**src/rtl/tgt_cache_pkg.sv**
```systemverilog
package tgt_cache_pkg;
  localparam int unsigned BYTE_OFF_W = 2;
  localparam int unsigned SEQ_STEP   = 4;

  typedef enum logic {
    NPC_SEQ = 1'b0,
    NPC_TGT = 1'b1
  } npc_src_e;
endpackage

```
**src/rtl/tgt_cache_split.sv**
```systemverilog
module tgt_cache_split #(
  parameter int unsigned PC_W  = 32,
  parameter int unsigned OFF_W = 2,
  parameter int unsigned IDX_W = 4,
  localparam int unsigned TAG_W = PC_W - IDX_W - OFF_W
) (
  input  logic [PC_W-1:0]  pc_i,
  output logic [IDX_W-1:0] idx_o,
  output logic [TAG_W-1:0] tag_o
);
  logic [OFF_W-1:0] off_unused;

  assign off_unused = pc_i[OFF_W-1:0];
  assign idx_o      = pc_i[OFF_W +: IDX_W];
  assign tag_o      = pc_i[PC_W-1 -: TAG_W];
endmodule

```
**src/rtl/tgt_cache_store.sv**
```systemverilog
module tgt_cache_store #(
  parameter int unsigned PC_W  = 32,
  parameter int unsigned DEPTH = 16,
  parameter int unsigned TAG_W = 26,
  localparam int unsigned IDX_W = $clog2(DEPTH)
) (
  input  logic             clk_i,
  input  logic             rst_ni,
  input  logic [IDX_W-1:0] rd_idx_i,
  input  logic [TAG_W-1:0] rd_tag_i,
  output logic             hit_o,
  output logic [PC_W-1:0]  rd_tgt_o,
  input  logic             wr_en_i,
  input  logic [IDX_W-1:0] wr_idx_i,
  input  logic [TAG_W-1:0] wr_tag_i,
  input  logic [PC_W-1:0]  wr_tgt_i
);
  logic [DEPTH-1:0] valid_q;
  logic [TAG_W-1:0] tag_q [DEPTH];
  logic [PC_W-1:0]  tgt_q [DEPTH];
  logic [DEPTH-1:0] wr_sel;

  for (genvar e = 0; e < DEPTH; e++) begin : g_entry
    assign wr_sel[e] = wr_en_i && (wr_idx_i == IDX_W'(e));

    always_ff @(posedge clk_i or negedge rst_ni) begin
      if (!rst_ni)        valid_q[e] <= 1'b0;
      else if (wr_sel[e]) valid_q[e] <= 1'b1;
    end

    // payload needs no reset: qualified by valid_q
    always_ff @(posedge clk_i) begin
      if (wr_sel[e]) begin
        tag_q[e] <= wr_tag_i;
        tgt_q[e] <= wr_tgt_i;
      end
    end
  end

  // read is combinational from the registers, so a same-cycle write shows old data
  always_comb begin
    hit_o    = valid_q[rd_idx_i] && (tag_q[rd_idx_i] == rd_tag_i);
    rd_tgt_o = hit_o ? tgt_q[rd_idx_i] : '0;
  end
endmodule

```
**src/rtl/tgt_cache_nextpc.sv**
```systemverilog
module tgt_cache_nextpc
  import tgt_cache_pkg::*;
#(
  parameter int unsigned PC_W = 32
) (
  input  logic [PC_W-1:0] pc_i,
  input  logic            hit_i,
  input  logic            taken_i,
  input  logic [PC_W-1:0] tgt_i,
  output logic [PC_W-1:0] next_pc_o
);
  npc_src_e src;

  always_comb begin
    src = (hit_i && taken_i) ? NPC_TGT : NPC_SEQ;
    unique case (src)
      NPC_TGT: next_pc_o = tgt_i;
      default: next_pc_o = pc_i + PC_W'(SEQ_STEP);
    endcase
  end
endmodule

```
**src/rtl/tgt_cache.sv**
```systemverilog
module tgt_cache
  import tgt_cache_pkg::*;
#(
  parameter int unsigned PC_W  = 32,
  parameter int unsigned DEPTH = 16
) (
  input  logic            clk_i,
  input  logic            rst_ni,
  input  logic [PC_W-1:0] fetch_pc_i,
  input  logic            pred_taken_i,
  output logic            hit_o,
  output logic [PC_W-1:0] pred_tgt_o,
  output logic [PC_W-1:0] next_pc_o,
  input  logic            upd_en_i,
  input  logic [PC_W-1:0] upd_pc_i,
  input  logic            upd_taken_i,
  input  logic [PC_W-1:0] upd_tgt_i
);
  localparam int unsigned IDX_W = $clog2(DEPTH);
  localparam int unsigned TAG_W = PC_W - IDX_W - BYTE_OFF_W;

  logic [IDX_W-1:0] rd_idx, wr_idx;
  logic [TAG_W-1:0] rd_tag, wr_tag;
  logic             hit;
  logic [PC_W-1:0]  tgt;

  tgt_cache_split #(.PC_W(PC_W), .OFF_W(BYTE_OFF_W), .IDX_W(IDX_W)) u_split_rd (
    .pc_i (fetch_pc_i),
    .idx_o(rd_idx),
    .tag_o(rd_tag)
  );

  tgt_cache_split #(.PC_W(PC_W), .OFF_W(BYTE_OFF_W), .IDX_W(IDX_W)) u_split_wr (
    .pc_i (upd_pc_i),
    .idx_o(wr_idx),
    .tag_o(wr_tag)
  );

  tgt_cache_store #(.PC_W(PC_W), .DEPTH(DEPTH), .TAG_W(TAG_W)) u_store (
    .clk_i   (clk_i),
    .rst_ni  (rst_ni),
    .rd_idx_i(rd_idx),
    .rd_tag_i(rd_tag),
    .hit_o   (hit),
    .rd_tgt_o(tgt),
    .wr_en_i (upd_en_i && upd_taken_i),
    .wr_idx_i(wr_idx),
    .wr_tag_i(wr_tag),
    .wr_tgt_i(upd_tgt_i)
  );

  tgt_cache_nextpc #(.PC_W(PC_W)) u_nextpc (
    .pc_i     (fetch_pc_i),
    .hit_i    (hit),
    .taken_i  (pred_taken_i),
    .tgt_i    (tgt),
    .next_pc_o(next_pc_o)
  );

  assign hit_o      = hit;
  assign pred_tgt_o = tgt;
endmodule

```
**config.mk**
```make
export PLATFORM = sky130hd
export DESIGN_NAME = tgt_cache
export DESIGN_NICKNAME = d
export VERILOG_FILES = /design/src/rtl/tgt_cache_pkg.sv /design/src/rtl/tgt_cache_split.sv /design/src/rtl/tgt_cache_store.sv /design/src/rtl/tgt_cache_nextpc.sv /design/src/rtl/tgt_cache.sv
export SDC_FILE = /design/constraint.sdc
export NUM_CORES = 1
export LEC_CHECK = 0
export BUFFER_PORTS_ARGS = -buffer_cell sky130_fd_sc_hd__buf_2
export CAP_MARGIN = 20
export CORE_UTILIZATION = 65
export CTS_BUF_LIST = sky130_fd_sc_hd__clkbuf_8 sky130_fd_sc_hd__clkbuf_16
export CTS_CLUSTER_SIZE = 25
export DETAILED_ROUTE_END_ITERATION = 7
export MAX_ROUTING_LAYER = met4
export PLACE_DENSITY = 0.84
export SYNTH_ARGS = -nofsm -noshare
export SYNTH_HDL_FRONTEND = slang
export SYNTH_SLANG_ARGS = --single-unit
```
**constraint.sdc**
```tcl
create_clock -name clk_i -period 5.2 [get_ports clk_i]
set_input_delay 0.26 -clock clk_i [delete_from_list [all_inputs] [get_ports clk_i]]
set_output_delay 0.26 -clock clk_i [all_outputs]
set_load 0.02 [all_outputs]
```
==> metrics.cfg, run 1 <==
[outcome]
status=completed

[final_layout]
layout.nets=2134
multi_input_area_um2=9110
final_area_um2=43160
area_growth_pct=14.23
final_common_cell=edfxtp_1
layout_common_cells=928 x edfxtp_1, 234 x mux4_2, 160 x buf_2, 90 x clkbuf_16, 80 x mux2i_1
drive_gt1_frac=0.3086
fill_cells=2981
register_area_um2=28270
postLayoutCoreUtil=0.7495

[synthesis]
synthFlopType=edfxtp_1
ys_warn_count=0
syn_nets=1858
synth-seq-cells=944
synth_area_leaders=edfxtp_1 74%, mux4_2 14%, mux2i_1 2.1%
synthArstFlopShare=0.01695
synth_area_per_cell_um2=21.52
synth_edf_count=928
synth.top_cell.area_share=0.7375
yosysSeqAreaShare=0.7481
syn_inst=1756
yosysUniqueCellTypes=62
synth_area_leader_cell=edfxtp_1
syn-cell-area_um2=37790

[worst_setup_path]
end_kind=output pin
slowest_stage=nor4_1
cpMostUsedCell=buf_4
cp.required_ns=4.94
start_kind=input port
r2r_start=u_store.valid_q[10]$_DFFE_PN0P_
path_buf_inv=4
critical_path_class=input port to output pin
crit_fanout=57
cp.arrival_ns=4.61
worstPathCellList=buf_8 -> buf_4 -> mux4_2 -> a22oi_1 -> nand3_1 -> xor2_1 -> a211o_1 -> nor4_1 -> nand3_2 -> buf_4 -> nor2b_1 -> buf_2
cp_top_family=simple AND/OR/NAND/NOR gates
crit_path_max_incr_delay_ns=0.67
setup.worst_path.start=fetch_pc_i[2]

[cts]
cts_resized=0
cts_made_buffers=90
cts_root_buffer=clkbuf_16
cts_tree=done
numClockSinks=944
clockBufferDepth=3
path_clk_slew_ns=0.06
htreeDepth=3
clock_latency_ns=0.64

[timing]
slew_headroom=0.2044
hold-worst-slack_ns=0.05611
period_share=0.9366
drv_slew=0
timing.setup.tns_ns=0
worst_pin_slew_ns=1.193
fmax_mhz=205.3
fin_ws_ns=0.3296
layout_min_cycle_time_ns=4.870
setup_viol=0
rsz0062_at_grt=false
hold_viol_final=0
skew_ns=0

[floorplan]
start_util=0.6562
dieWidth_um=243.1
fp.dieH_um=243.1
die_area_um2=59100
core_area_um2=57590
rows=88
io-pin-count=166

[placed_design]
hpwl_um=52330
routabilityCongestion=0.9530
place_ws_ns=0.4303
numPortBuffers=163
placedInstanceArea_um2=39690

[power_and_ir_drop]
p_leak_nw=14.38
p_per_area_nw_per_um2=368.4
irDropWorstVdd_mv=0.2838

[global_routing]
overflow=0
grt_max_degree=69
grt_pass1_wl_um=139100
antenna_found_initial=10
grt_usage=0.3445
grt_pass1_vias=20749

[routing]
drtAntennaViolNets=0
avgViaCountPerCell=7.007
routedWlPerCell_um=33.40
drt_iter0_drc=3045
route.detailed.drc=0
first_pass_iters=5
wirelength_um=96150
vias=20172

[flow_run]
max_cap_viol_count=0

[hold_path]
hold_path_class=input port to asynchronous set/reset pin

-- kinds of logic (layout without fill, tap and decap cells) --
group | count (synthesis) | after routing | synth area share
flip-flops | 944 | 944 | 0.7481
adder cells (fa/ha/maj) | 1 | 1 | 0.0003311
multiplexers | 359 | 359 | 0.1785
AND/OR/NAND/NOR | 205 | 205 | 0.02937
buffers and inverters | 106 | 450 | 0.01427
XOR/XNOR | 47 | 47 | 0.01089
AO/OA/AOI/OAI | 94 | 94 | 0.01851
other | 0 | 14 | 0
-- synthesized netlist by cell type (14+ instances only) --
library cell	n
edfxtp_1	928
mux4_2	234
mux2i_1	80
nor2b_1	40
xnor2_1	40
clkbuf_1	38
nor2_1	36
nand2_1	34
mux2_4	29
buf_2	26
nand3_1	19
inv_1	17
or2_2	17
dfrtp_1	16
a22oi_1	14
-- state kept, by name, summed over array words and instances, names as in the netlist --
| register | count |
|---|---|
| u_store.tgt_q | 512 |
| u_store.valid_q | 16 |
| u_store.tag_q | 416 |
-- routing by layer --
metal | global-route usage | share of wire | vias up
met1 | 0.4369 | 0.34 | 10342
met2 | 0.5427 | 0.50 | 1633
li1 | - | - | 7897
met3 | 0.07386 | 0.11 | 300
met5 | - | 0 | -
met4 | 0.1543 | 0.047 | 0
-- final timing paths --
| path | end | slack [ns] | depth (start not counted) |
|---|---|---|---|
| worst max-delay path | pred_tgt_o[25] | 0.33 | 12 |
| worst min-delay path | u_store.valid_q[13]$_DFFE_PN0P_ | 0.06 | 2 |
| worst max register to register | u_store.valid_q[10]$_DFFE_PN0P_ | 4.34 | 1 |
| worst min register to register | u_store.valid_q[4]$_DFFE_PN0P_ | 0.48 | 1 |
| max in group asynchronous | u_store.valid_q[6]$_DFFE_PN0P_ | 4.86 | 2 |
| min in group clk_i | u_store.tgt_q[0][8]$_DFFE_PP_ | 0.35 | 3 |
-- area by class of cell --
cell class,instances,area share
Inverter,17,0.001478
Timing Repair Buffer,273,0.04351
Sequential cell,944,0.6549
Tap cell,765,0.02218
Clock buffer,90,0.05218
Antenna cell,14,0.0008117
Clock inverter,70,0.01389
Multi-Input combinational cell,706,0.2111
-- power by group --
| group | internal, W | switching, W |
|---|---|---|
| logic | 0.000431 | 0.000589 |
| registers | 0.00847 | 0.0000467 |
| clock network | 0.00356 | 0.00280 |
| total | 0.0125 | 0.00343 |
-- metrics by stage --
stage	instances	power [W]
floorplan	1756	0.009246
global placement	2646	0.009577
detailed placement	2646	0.009622
CTS	2865	0.01593
global route	2875	0.01624
finish	2879	0.01590
-- repair_timing --
action	in CTS	in global routing
hold endpoints to repair	944	0
buffers inserted	0	0
hold buffers	59	0
Note: power is estimated with default switching activity, not from simulation.
==> run 2: changes to the inputs <==
--- a/config.mk
+++ b/config.mk
@@ -11,6 +11,7 @@
 export CTS_BUF_LIST = sky130_fd_sc_hd__clkbuf_8 sky130_fd_sc_hd__clkbuf_16
 export CTS_CLUSTER_SIZE = 25
 export DETAILED_ROUTE_END_ITERATION = 7
+export HOLD_SLACK_MARGIN = 0.15
 export MAX_ROUTING_LAYER = met4
 export PLACE_DENSITY = 0.84
 export SYNTH_ARGS = -nofsm -noshare
==> metrics.cfg, run 2 (synthesis results as in run 1) <==
[timing]
slew_headroom=0.1898  ; -0.01463
fmax_mhz=204.4  ; -0.43%
hold_viol_final=0  ; unchanged
worst_pin_slew_ns=1.215  ; +0.02195 ns
layout_min_cycle_time_ns=4.892  ; +0.02111 ns
setup_viol=0  ; unchanged
skew_ns=0  ; unchanged
timing.setup.tns_ns=0  ; unchanged
period_share=0.9407  ; +0.004059
fin_ws_ns=0.3085  ; -0.02111 ns
rsz0062_at_grt=false
drv_slew=0  ; unchanged

[routing]
routedWlPerCell_um=33.50  ; +0.32%
avgViaCountPerCell=7.009  ; about the same
drt_iter0_drc=3048  ; +0.099%
route.detailed.drc=0  ; unchanged
drtAntennaViolNets=0  ; unchanged
first_pass_iters=6  ; +1
wirelength_um=96520  ; +0.39%
vias=20192  ; +0.099%

[flow_run]
max_cap_viol_count=0  ; unchanged

[worst_setup_path]
worstPathCellList=buf_8 -> buf_4 -> mux4_2 -> a22oi_1 -> nand3_1 -> xor2_1 -> a211o_1 -> nor4_1 -> nand3_2 -> buf_4 -> nor2b_1 -> buf_2
cp.depth=12  ; unchanged
crit_path_max_incr_delay_ns=0.67  ; about the same
end_kind=output pin
cp.arrival_ns=4.63  ; +0.02 ns
cp.required_ns=4.94  ; about the same
slowest_stage=nor4_1
ff2ff_path_depth=1  ; unchanged
cp_top_family=simple AND/OR/NAND/NOR gates
start_kind=input port
critical_path_class=input port to output pin
path_buf_inv=4  ; unchanged
cpMostUsedCell=buf_4
crit_fanout=57  ; unchanged

[floorplan]
rows=88  ; unchanged
start_util=0.6562  ; unchanged
die_area_um2=59100  ; unchanged
fp.dieH_um=243.1  ; unchanged
core_area_um2=57590  ; unchanged
io-pin-count=166  ; unchanged
dieWidth_um=243.1  ; unchanged

[outcome]
status=completed

[cts]
cts_made_buffers=90  ; unchanged
htreeDepth=3  ; unchanged
cts_hold_buffers=60  ; +1.7%
numClockSinks=944  ; unchanged
path_clk_slew_ns=0.06  ; about the same
clock_latency_ns=0.64  ; about the same
cts_tree=done
cts_root_buffer=clkbuf_16
cts_resized=0  ; unchanged
clockBufferDepth=3  ; unchanged
postCtsSetupBuffers=0  ; unchanged

[power_and_ir_drop]
p_per_area_nw_per_um2=368.4  ; about the same
swShare=0.2160  ; about the same
comb_power_share=0.064  ; about the same
p_seq_frac=0.536  ; about the same
switchingPower_w=0.003435  ; about the same
p_leak_nw=14.39  ; about the same
clkPwrFrac=0.400  ; about the same
irDropWorstVdd_mv=0.2831  ; -0.26%
intPower_w=0.01247  ; about the same

[final_layout]
fill_cells=2980  ; -0.034%
regMostFlops=u_store.tgt_q
area_growth_pct=14.26  ; about the same
layout_common_cells=928 x edfxtp_1, 234 x mux4_2, 160 x buf_2, 90 x clkbuf_16, 80 x mux2i_1
largestRegisters=u_store.tgt_q (512), u_store.tag_q (416), u_store.valid_q (16)
drive_gt1_frac=0.3084  ; about the same
layout.nets=2135  ; +0.047%
final_common_cell=edfxtp_1
largest_reg_flops=512  ; unchanged

[placed_design]
numPortBuffers=163  ; unchanged
hpwl_um=52330  ; unchanged
routabilityCongestion=0.9530  ; unchanged
place_ws_ns=0.4303  ; unchanged

[global_routing]
antenna_found_initial=10  ; unchanged
grt_pass1_wl_um=139100  ; about the same
overflow=0  ; unchanged
grt_usage=0.3445  ; unchanged
grt_max_degree=69  ; unchanged
grt_pass1_vias=20743  ; -0.029%

[hold_path]
hold_path_class=input port to flip-flop
hold_depth=3

run 2: cell types whose count changed in the layout (fill, tap and decap cells not counted):
cell           change
diode_2            +1
dlygate4sd3_1      +1
run 2: path summary, 6_finish.rpt:
path / start / to / slack, ns
min in group asynchronous: rst_ni / u_store.valid_q[9]$_DFFE_PN0P_ / 0.74
min reg2reg: u_store.valid_q[5]$_DFFE_PN0P_ / u_store.valid_q[5]$_DFFE_PN0P_ / 0.48
max in group asynchronous: rst_ni / u_store.valid_q[6]$_DFFE_PN0P_ / 3.97
max reg2reg: u_store.valid_q[10]$_DFFE_PN0P_ / u_store.valid_q[10]$_DFFE_PN0P_ / 4.36
max: fetch_pc_i[2] / pred_tgt_o[25] / 0.31
min: upd_pc_i[3] / u_store.tgt_q[0][8]$_DFFE_PP_ / 0.35
run 2: cell type report:
class,instances,area [µm²],share of cell area
antenna,15,37.54,0.0008694
clock buffer,90,2252,0.05216
clock inverter,70,599.3,0.01388
inverter,17,63.81,0.001478
multi-input combinational,706,9110,0.2110
sequential,944,28270,0.6547
tap,765,957.2,0.02217
timing repair buffer,274,1888,0.04373
run 2: routing by layer:
layer  share of wire  routed length (µm)  up-vias  global-route usage
met4           0.046                4394        0              0.1543
met2            0.50               48310     1596              0.5427
met3            0.11               10600      282             0.07386
met1            0.34               33220    10415              0.4369
li1                -                   -     7899                   -
met5               0                   0        -                   -
run 2: power groups by stage:
stage / logic (W) / clock network, W / registers [W]
final: 0.00102 / 0.00636 / 0.00852
after global placement: 0.000922 / 0 / 0.00865
after detailed placement: 0.000951 / 0 / 0.00867
after global routing: 0.00106 / 0.00666 / 0.00852
after floorplan: 0.000586 / 0 / 0.00866
after CTS: 0.00101 / 0.00641 / 0.00852
run 2: tightest hold or removal path, cell delays in order:
cell	delay, ns
buf_2	0.18
nor3_4	0.06
buf_4	0.27
run 2: metrics by stage:
| step | util | cells | area [µm²] | hold slack (ns) | power [W] |
|---|---|---|---|---|---|
| after global routing | 0.7495 | 2876 | 43160 | 0.3535 | 0.01624 |
| final | 0.7498 | 2881 | 43180 | 0.3550 | 0.01590 |
| after global placement | 0.6892 | 2646 | 39690 | 0.1758 | 0.009577 |
| after detailed placement | 0.6892 | 2646 | 39690 | 0.1890 | 0.009622 |
| after CTS | 0.7491 | 2866 | 43140 | 0.3041 | 0.01593 |
| after floorplan | - | 1756 | 37790 | -0.03559 | 0.009246 |
